### config.mk
export PLATFORM = sky130hd
export DESIGN_NAME = lldma_engine
export DESIGN_NICKNAME = d
export VERILOG_FILES = /design/src/rtl/lldma_pkg.sv /design/src/rtl/lldma_bus_port.sv /design/src/rtl/lldma_addr_reg.sv /design/src/rtl/lldma_engine.sv
export SDC_FILE = /design/constraint.sdc
export NUM_CORES = 1
export LEC_CHECK = 0
export ABC_AREA = 1
export BUFFER_PORTS_ARGS = -buffer_cell sky130_fd_sc_hd__buf_2
export CORE_UTILIZATION = 60
export DETAILED_ROUTE_END_ITERATION = 8
export PLACE_DENSITY = 0.8
export SETUP_SLACK_MARGIN = 0.15
export SLEW_MARGIN = 20
export SYNTH_ARGS = -nofsm -noshare
export SYNTH_HDL_FRONTEND = slang
export SYNTH_SLANG_ARGS = --single-unit
### constraint.sdc
create_clock -name clk -period 6.07 [get_ports clk]
set_input_delay 0 -clock clk [delete_from_list [all_inputs] [get_ports clk]]
set_output_delay 0 -clock clk [all_outputs]
set_load 0.01 [all_outputs]
### src/rtl/lldma_pkg.sv
package lldma_pkg;

    localparam int DESC_WORDS = 5;
    localparam int WORD_BYTES = 4;

    // word index inside a descriptor
    localparam int IDX_SRC  = 0;
    localparam int IDX_DST  = 1;
    localparam int IDX_NEXT = 2;
    localparam int IDX_CA   = 3;
    localparam int IDX_CB   = 4;

    // control A fields
    localparam int CA_DONE = 31;
    localparam int CA_WLO  = 24;

    // control B fields
    localparam int CB_SFIX = 0;
    localparam int CB_DFIX = 1;
    localparam int CB_SNOF = 4;
    localparam int CB_DNOF = 5;

    typedef enum logic [2:0] {
        ST_IDLE,
        ST_FETCH,
        ST_READ,
        ST_WRITE,
        ST_WBACK
    } lldma_state_e;

    typedef enum logic [1:0] {
        BP_IDLE,
        BP_REQ,
        BP_WAIT
    } bp_state_e;

endpackage

### src/rtl/lldma_bus_port.sv
module lldma_bus_port
    import lldma_pkg::*;
#(
    parameter int AW = 32,
    parameter int DW = 32
) (
    input  logic          clk,
    input  logic          rst_n,
    input  logic          acc_start,
    input  logic          acc_we,
    input  logic [AW-1:0] acc_addr,
    input  logic [DW-1:0] acc_wdata,
    input  logic [1:0]    acc_size,
    output logic          acc_done,
    output logic          acc_err,
    output logic [DW-1:0] acc_rdata,
    output logic          bus_req,
    output logic          bus_we,
    output logic [AW-1:0] bus_addr,
    output logic [1:0]    bus_size,
    output logic [DW-1:0] bus_wdata,
    input  logic          bus_gnt,
    input  logic          bus_rdy,
    input  logic          bus_err,
    input  logic [DW-1:0] bus_rdata
);

    bp_state_e bp_q, bp_d;

    always_ff @(posedge clk or negedge rst_n) begin
        if (!rst_n) begin
            bp_q <= BP_IDLE;
        end else begin
            bp_q <= bp_d;
        end
    end

    always_comb begin
        bp_d = bp_q;
        unique case (bp_q)
            BP_IDLE: if (acc_start) bp_d = BP_REQ;
            BP_REQ:  if (bus_gnt)   bp_d = BP_WAIT;
            BP_WAIT: if (bus_rdy)   bp_d = BP_IDLE;
            default: bp_d = BP_IDLE;
        endcase
    end

    always_ff @(posedge clk or negedge rst_n) begin
        if (!rst_n) begin
            bus_we    <= 1'b0;
            bus_addr  <= '0;
            bus_size  <= '0;
            bus_wdata <= '0;
        end else if (bp_q == BP_IDLE && acc_start) begin
            bus_we    <= acc_we;
            bus_addr  <= acc_addr;
            bus_size  <= acc_size;
            bus_wdata <= acc_wdata;
        end
    end

    always_comb begin
        bus_req   = (bp_q == BP_REQ);
        acc_done  = (bp_q == BP_WAIT) && bus_rdy;
        acc_err   = acc_done && bus_err;
        acc_rdata = bus_rdata;
    end

endmodule

### src/rtl/lldma_addr_reg.sv
module lldma_addr_reg #(
    parameter int AW = 32
) (
    input  logic          clk,
    input  logic          rst_n,
    input  logic          load,
    input  logic [AW-1:0] load_val,
    input  logic          adv,
    input  logic          fixed,
    input  logic [1:0]    width,
    output logic [AW-1:0] addr
);

    logic [AW-1:0] step;

    always_comb begin
        if (fixed) begin
            step = '0;
        end else begin
            unique case (width)
                2'd0:    step = AW'(1);
                2'd1:    step = AW'(2);
                default: step = AW'(4);
            endcase
        end
    end

    always_ff @(posedge clk or negedge rst_n) begin
        if (!rst_n) begin
            addr <= '0;
        end else if (load) begin
            addr <= load_val;
        end else if (adv) begin
            addr <= addr + step;
        end
    end

endmodule

### src/rtl/lldma_engine.sv
module lldma_engine
    import lldma_pkg::*;
#(
    parameter int AW    = 32,
    parameter int DW    = 32,
    parameter int CNT_W = 16
) (
    input  logic          clk,
    input  logic          rst_n,
    input  logic          start,
    input  logic [AW-1:0] desc_ptr,
    output logic          ch_en,
    output logic          evt_buf_done,
    output logic          evt_chain_done,
    output logic          evt_error,
    output logic          bus_req,
    output logic          bus_we,
    output logic [AW-1:0] bus_addr,
    output logic [1:0]    bus_size,
    output logic [DW-1:0] bus_wdata,
    input  logic          bus_gnt,
    input  logic          bus_rdy,
    input  logic          bus_err,
    input  logic [DW-1:0] bus_rdata
);

    localparam int IDX_W   = $clog2(DESC_WORDS);
    localparam int OFS_SH  = $clog2(WORD_BYTES);
    localparam logic [IDX_W-1:0] IDX_LAST = IDX_W'(DESC_WORDS - 1);
    localparam logic [AW-1:0]    CA_OFS   = AW'(IDX_CA * WORD_BYTES);

    lldma_state_e  st_q, st_d;
    logic [IDX_W-1:0] widx;
    logic [AW-1:0] cur_desc;
    logic [AW-1:0] next_ptr;
    logic [DW-1:0] ctrl_a;
    logic          cb_sfix, cb_dfix, cb_snof, cb_dnof;
    logic [CNT_W-1:0] remain;
    logic [DW-1:0] data_q;
    logic          pend;

    logic          acc_start, acc_we, acc_done, acc_err;
    logic [AW-1:0] acc_addr;
    logic [DW-1:0] acc_wdata, acc_rdata;
    logic [1:0]    acc_size;

    logic          ok, fetch_ok, read_ok, write_ok, wback_ok;
    logic          is_last, size_zero;
    logic [1:0]    beat_w;
    logic [AW-1:0] ptr_addr [2];
    logic [DW-1:0] wb_word;

    assign ok        = acc_done && !acc_err;
    assign fetch_ok  = ok && (st_q == ST_FETCH);
    assign read_ok   = ok && (st_q == ST_READ);
    assign write_ok  = ok && (st_q == ST_WRITE);
    assign wback_ok  = ok && (st_q == ST_WBACK);
    assign is_last   = cb_snof && cb_dnof;
    assign size_zero = (ctrl_a[CNT_W-1:0] == '0);
    assign beat_w    = ctrl_a[CA_WLO+1:CA_WLO];
    assign wb_word   = {1'b1, ctrl_a[DW-2:CNT_W], remain};

    // source (0) and destination (1) address registers
    for (genvar g = 0; g < 2; g++) begin : g_ptr
        lldma_addr_reg #(.AW(AW)) u_ptr (
            .clk      (clk),
            .rst_n    (rst_n),
            .load     (fetch_ok && (widx == IDX_W'(g))),
            .load_val (acc_rdata[AW-1:0]),
            .adv      ((g == 0) ? read_ok : write_ok),
            .fixed    ((g == 0) ? cb_sfix : cb_dfix),
            .width    (beat_w),
            .addr     (ptr_addr[g])
        );
    end

    lldma_bus_port #(.AW(AW), .DW(DW)) u_port (
        .clk       (clk),
        .rst_n     (rst_n),
        .acc_start (acc_start),
        .acc_we    (acc_we),
        .acc_addr  (acc_addr),
        .acc_wdata (acc_wdata),
        .acc_size  (acc_size),
        .acc_done  (acc_done),
        .acc_err   (acc_err),
        .acc_rdata (acc_rdata),
        .bus_req   (bus_req),
        .bus_we    (bus_we),
        .bus_addr  (bus_addr),
        .bus_size  (bus_size),
        .bus_wdata (bus_wdata),
        .bus_gnt   (bus_gnt),
        .bus_rdy   (bus_rdy),
        .bus_err   (bus_err),
        .bus_rdata (bus_rdata)
    );

    // state register
    always_ff @(posedge clk or negedge rst_n) begin
        if (!rst_n) begin
            st_q <= ST_IDLE;
        end else begin
            st_q <= st_d;
        end
    end

    // next state
    always_comb begin
        st_d = st_q;
        unique case (st_q)
            ST_IDLE: begin
                if (start) st_d = ST_FETCH;
            end
            ST_FETCH: begin
                if (acc_done) begin
                    if (acc_err)              st_d = ST_IDLE;
                    else if (widx == IDX_LAST) st_d = size_zero ? ST_WBACK : ST_READ;
                end
            end
            ST_READ: begin
                if (acc_done) st_d = acc_err ? ST_IDLE : ST_WRITE;
            end
            ST_WRITE: begin
                if (acc_done) begin
                    if (acc_err)                      st_d = ST_IDLE;
                    else if (remain == CNT_W'(1))     st_d = ST_WBACK;
                    else                              st_d = ST_READ;
                end
            end
            ST_WBACK: begin
                if (acc_done) begin
                    if (acc_err || is_last) st_d = ST_IDLE;
                    else                    st_d = ST_FETCH;
                end
            end
            default: st_d = ST_IDLE;
        endcase
    end

    // access request outputs toward the bus port
    always_comb begin
        acc_start = (st_q != ST_IDLE) && !pend;
        acc_we    = 1'b0;
        acc_addr  = cur_desc;
        acc_wdata = data_q;
        acc_size  = 2'd2;
        unique case (st_q)
            ST_FETCH: acc_addr = cur_desc + {{(AW-IDX_W-OFS_SH){1'b0}}, widx, {OFS_SH{1'b0}}};
            ST_READ: begin
                acc_addr = ptr_addr[0];
                acc_size = beat_w;
            end
            ST_WRITE: begin
                acc_we   = 1'b1;
                acc_addr = ptr_addr[1];
                acc_size = beat_w;
            end
            ST_WBACK: begin
                acc_we    = 1'b1;
                acc_addr  = cur_desc + CA_OFS;
                acc_wdata = wb_word;
            end
            default: acc_start = 1'b0;
        endcase
    end

    // working registers and events
    always_ff @(posedge clk or negedge rst_n) begin
        if (!rst_n) begin
            widx           <= '0;
            cur_desc       <= '0;
            next_ptr       <= '0;
            ctrl_a         <= '0;
            cb_sfix        <= 1'b0;
            cb_dfix        <= 1'b0;
            cb_snof        <= 1'b0;
            cb_dnof        <= 1'b0;
            remain         <= '0;
            data_q         <= '0;
            pend           <= 1'b0;
            ch_en          <= 1'b0;
            evt_buf_done   <= 1'b0;
            evt_chain_done <= 1'b0;
            evt_error      <= 1'b0;
        end else begin
            evt_buf_done   <= 1'b0;
            evt_chain_done <= 1'b0;
            evt_error      <= 1'b0;

            if (acc_start)     pend <= 1'b1;
            else if (acc_done) pend <= 1'b0;

            if (st_q == ST_IDLE && start) begin
                cur_desc <= desc_ptr;
                widx     <= '0;
                ch_en    <= 1'b1;
            end

            if (fetch_ok) begin
                unique case (widx)
                    IDX_W'(IDX_NEXT): next_ptr <= acc_rdata[AW-1:0];
                    IDX_W'(IDX_CA): begin
                        ctrl_a          <= acc_rdata;
                        ctrl_a[CA_DONE] <= 1'b0;
                    end
                    IDX_W'(IDX_CB): begin
                        cb_sfix <= acc_rdata[CB_SFIX];
                        cb_dfix <= acc_rdata[CB_DFIX];
                        cb_snof <= acc_rdata[CB_SNOF];
                        cb_dnof <= acc_rdata[CB_DNOF];
                        remain  <= ctrl_a[CNT_W-1:0];
                    end
                    default: ;
                endcase
                widx <= widx + IDX_W'(1);
            end

            if (read_ok)  data_q <= acc_rdata;
            if (write_ok) remain <= remain - CNT_W'(1);

            if (wback_ok) begin
                evt_buf_done <= 1'b1;
                if (is_last) begin
                    evt_chain_done <= 1'b1;
                    ch_en          <= 1'b0;
                end else begin
                    cur_desc <= next_ptr;
                    widx     <= '0;
                end
            end

            if (acc_err) begin
                evt_error <= 1'b1;
                ch_en     <= 1'b0;
            end
        end
    end

endmodule

==> impl_metrics.prom <==
# TYPE chip_impl_metric gauge
chip_impl_metric{name="residual_drc_count",unit=""} 0
chip_impl_metric{name="routed_wl",unit="µm"} 53400
chip_impl_metric{name="achievable-frequency",unit="MHz"} 249
chip_impl_metric{name="path_max_fanout",unit=""} 81
chip_impl_metric{name="largest_net_degree_at_the_start_of_global_routing",unit=""} 170
chip_impl_metric{name="grt_pass1_wl",unit="µm"} 81100
chip_impl_metric{name="flow.area_growth_from_synthesis",unit="%"} 16.1
chip_impl_metric{name="grt-ovfl-total",unit=""} 0
chip_impl_info{name="critPathCaptureType",value="register"} 1
chip_impl_metric{name="post_dp_cell_area",unit="µm²"} 16800
chip_impl_metric{name="dp_cells",unit=""} 2591
chip_impl_metric{name="grt_antenna_before_repair",unit=""} 0
chip_impl_metric{name="drt_iter0_markers",unit=""} 1892
chip_impl_metric{name="setup-violations-final",unit=""} 0
chip_impl_metric{name="vias_per_cell",unit=""} 5.84
chip_impl_metric{name="fillerInstances",unit=""} 2141
chip_impl_metric{name="post-cts-setup-buffers",unit=""} 0
chip_impl_metric{name="register_bit_count_reported_by_yosys",unit=""} 291
chip_impl_metric{name="post_synth_fa_ha_maj_area_fraction",unit="%"} 1.63
chip_impl_metric{name="clk-insertion-delay-late",unit="ns"} 0.59
chip_impl_metric{name="ios",unit=""} 142
chip_impl_metric{name="cts-buffers-inserted",unit=""} 31
chip_impl_metric{name="max_slew.worst_pin.slew",unit="ns"} 1.04
chip_impl_metric{name="dp_slack",unit="ns"} 1.98
chip_impl_metric{name="grt_pass1_vias",unit=""} 14700
chip_impl_metric{name="design.final.nets",unit=""} 2447
chip_impl_info{name="cp_startpoint_kind",value="register"} 1
chip_impl_info{name="cts_tree",value="built"} 1
chip_impl_metric{name="critPathArrivalTime",unit="ns"} 4.47
chip_impl_metric{name="slew_violations",unit=""} 0
chip_impl_metric{name="htreeDepth",unit=""} 1
chip_impl_metric{name="synth.lib_cells_used.distinct",unit=""} 45
chip_impl_info{name="synth.most_common_cell",value="nand2_1"} 1
chip_impl_metric{name="power_leakage",unit="nW"} 9.34
chip_impl_metric{name="worst_r2r_path_depth",unit=""} 9
chip_impl_metric{name="synth-xor-area-share",unit="%"} 1.37
chip_impl_metric{name="num_vias",unit=""} 15900
chip_impl_metric{name="post_cts.resized_instances",unit=""} 0
chip_impl_metric{name="floorplan.initialDensity",unit="%"} 61.2
chip_impl_metric{name="route.antenna.remaining_nets",unit=""} 0
chip_impl_metric{name="gp_congestion",unit=""} 0.985
chip_impl_metric{name="period_share",unit="%"} 66.2
chip_impl_metric{name="final.setup.tns",unit="ns"} 0
chip_impl_metric{name="design.die.area",unit="µm²"} 27200
chip_impl_metric{name="hold_ws",unit="ns"} 0.0668
chip_impl_metric{name="clk_pin_slew_worst_paths",unit="ns"} 0.06
chip_impl_info{name="synth.top_cells.by_area",value="dfrtp_1 (46%), nand2_1 (17%), nor2_1 (7.2%)"} 1
chip_impl_metric{name="die_h",unit="µm"} 165
chip_impl_metric{name="postLayoutCellArea",unit="µm²"} 18500
chip_impl_info{name="combinational_family_with_the_most_area_after_synthesis",value="simple AND/OR/NAND/NOR gates"} 1
chip_impl_metric{name="cts.sinks",unit=""} 291
chip_impl_metric{name="synth_mux_area_share",unit="%"} 0
chip_impl_metric{name="asyncSetResetFlopFracSynth",unit="%"} 100
chip_impl_metric{name="synth-compound-area-share",unit="%"} 12.9
chip_impl_info{name="unrepaired_setup_endpoints_after_global_routing",value="false"} 1
chip_impl_metric{name="number_of_enable_flip_flop_cells_after_synthesis",unit=""} 0
chip_impl_metric{name="max_cap_violations",unit=""} 0
chip_impl_info{name="yosys-top-cells-count",value="nand2_1 (709), nor2_1 (308), dfrtp_1 (291), inv_1 (204), nand3_1 (125)"} 1
chip_impl_metric{name="holdBufCountCts",unit=""} 69
chip_impl_metric{name="insertedDiodeCount",unit=""} 0
chip_impl_metric{name="syn_area",unit="µm²"} 16000
chip_impl_info{name="critPathKind",value="reg2reg"} 1
chip_impl_metric{name="synth_top_cell_area_share",unit="%"} 45.6
chip_impl_metric{name="power.density",unit="nW/µm²"} 410
chip_impl_info{name="clock_tree.root_cell",value="clkbuf_16"} 1
chip_impl_metric{name="vdd_ir_drop_max",unit="mV"} 0.336
chip_impl_metric{name="synthCells",unit=""} 2191
chip_impl_info{name="run_status",value="complete, no violations"} 1
chip_impl_metric{name="worst-endpoint-required",unit="ns"} 6.52
chip_impl_info{name="r2r_startpoint",value="st_q[0]"} 1
chip_impl_metric{name="drt_pre_antenna_iters",unit=""} 6
chip_impl_metric{name="detailedPlacementHpwl",unit="µm"} 37200
chip_impl_metric{name="synth_nets",unit=""} 2280
chip_impl_metric{name="row_count",unit=""} 59
chip_impl_info{name="synth_top_flop_cell",value="dfrtp_1"} 1
chip_impl_metric{name="part_of_the_yosys_area_used_for_sequential_elements",unit="%"} 45.6
chip_impl_metric{name="rrSetupSlack",unit="ns"} 2.05
chip_impl_metric{name="post_route_cells_drive_above_1_share",unit="%"} 9.87
chip_impl_metric{name="max_slew_margin",unit="%"} 30.3
chip_impl_metric{name="buffer_ports.inserted",unit=""} 141
chip_impl_metric{name="worst_slack",unit="ns"} 2.05
chip_impl_metric{name="syn_avg_cell_area",unit="µm²"} 7.28
chip_impl_metric{name="core_region_area",unit="µm²"} 26100
chip_impl_metric{name="clock_path_buffers",unit=""} 3
chip_impl_info{name="hold_class",value="in2async"} 1
chip_impl_metric{name="report.final.hold_viol_count",unit=""} 0
chip_impl_metric{name="synth-simple-area-share",unit="%"} 30.9
chip_impl_metric{name="route.detailed.wl_per_inst",unit="µm"} 19.7
chip_impl_metric{name="ys_warn_count",unit=""} 0
chip_impl_info{name="synthDominantAreaCellType",value="dfrtp_1"} 1
chip_impl_info{name="reg2reg_to",value="u_port.bus_addr[11]"} 1
chip_impl_metric{name="total_global_route_track_usage",unit="%"} 39.8
chip_impl_metric{name="instances_no_fill",unit=""} 2716
chip_impl_metric{name="post-route-min-period",unit="ns"} 4.02
chip_impl_metric{name="die_width",unit="µm"} 165
chip_impl_metric{name="fin_skew",unit="ns"} 0.0160
cell families (layout without fill, tap and decap cells):
family,count (synthesis),count (layout)
flops,291,291
compound gates,341,341
simple gates,1219,1219
fa+ha+maj,19,19
buf+inv,296,486
xor+xnor,25,25
worst max-delay path by stage:
stage / startpoint / to / slack, ns / cells past startpoint
floorplan: st_q[0] / u_port.bus_addr[20] / 3.52 / 15
global placement: st_q[0] / g_ptr[0].u_ptr.addr[3] / 2.10 / 8
finish: st_q[0] / u_port.bus_addr[11] / 2.05 / 9
CTS: st_q[0] / g_ptr[0].u_ptr.addr[3] / 1.94 / 8
detailed placement: st_q[0] / g_ptr[0].u_ptr.addr[3] / 1.98 / 8
global route: st_q[0] / u_port.bus_addr[11] / 1.72 / 9
flip-flops by register name (all words and copies together) (netlist names), 3 cells and up:
name	flops
cur_desc	32
widx	3
remain	16
next_ptr	32
data_q	32
st_q	3
u_port.bus_wdata	32
u_port.bus_addr	32
g_ptr.u_ptr.addr	64
ctrl_a	31
per-layer routing:
metal	part of all wire [%]	vias up	wire, µm	track usage [%]
met5	0	-	0	0
met4	4.5	0	2430	17.1
met3	10	152	5390	6.64
met2	44	839	23700	61.1
met1	41	7487	21900	55.5
li1	-	7397	-	-
placed cells by master, fill, tap and decap left out, types with 3 or more instances in the layout:
| cell | synthesis | final |
|---|---|---|
| a21boi_0 | 17 | 17 |
| a21oi_1 | 43 | 43 |
| a22oi_1 | 20 | 20 |
| a31oi_1 | 33 | 33 |
| buf_2 | 41 | 140 |
| buf_4 | 2 | 6 |
| bufinv_16 | 0 | 3 |
| clkbuf_16 | 0 | 31 |
| clkbuf_8 | 0 | 6 |
| clkinv_2 | 0 | 6 |
| clkinvlp_4 | 0 | 6 |
| dfrtp_1 | 291 | 291 |
| dlygate4sd3_1 | 0 | 69 |
| fa_1 | 3 | 3 |
| ha_1 | 16 | 16 |
| inv_1 | 204 | 204 |
| inv_2 | 7 | 8 |
| nand2_1 | 709 | 708 |
| nand2_2 | 4 | 3 |
| nand3_1 | 125 | 125 |
| nand4_1 | 14 | 14 |
| nor2_1 | 308 | 308 |
| nor2_2 | 4 | 4 |
| nor3_1 | 37 | 37 |
| o211ai_1 | 21 | 21 |
| o21a_1 | 4 | 4 |
| o21ai_0 | 110 | 110 |
| o21ai_1 | 24 | 24 |
| o21bai_1 | 5 | 5 |
| o22ai_1 | 26 | 26 |
| o31ai_1 | 33 | 33 |
| or2_2 | 5 | 5 |
| xnor2_1 | 3 | 3 |
| xor2_1 | 22 | 22 |
critical path, stage by stage (launching register included):
cell and delay, ns:
dfrtp_1 0.42, nor2_2 0.09, nand2_2 0.65, nand2_2 0.55, nor2_2 0.58, nor2_2 0.10, nand2_4 0.64, buf_4 0.55
nand2_1 0.10, a21boi_0 0.15
where the power goes:
group	switching, mW	total (mW)	internal [mW]
clock network	0.841	1.98	1.14
registers	0.564	3.03	2.47
logic	1.67	2.58	0.907
area by class of cell:
class	count	area, µm²	area share [%]
Tap cell	335	419	2.26
Multi-Input combinational cell	1604	7490	40.4
Clock buffer	38	862	4.65
Timing Repair Buffer	217	1470	7.94
Sequential cell	291	7280	39.3
Inverter	213	802	4.33
Clock inverter	18	203	1.09
metrics by stage:
step                      total power [mW]  utilization [%]
after floorplan                       4.60                -
after global placement                5.43             64.3
after detailed placement              5.51             64.3
after CTS                             7.54             71.1
after global routing                  8.05             71.1
final                                 7.59             71.1
No activity file was read; power rests on OpenSTA's default activity.
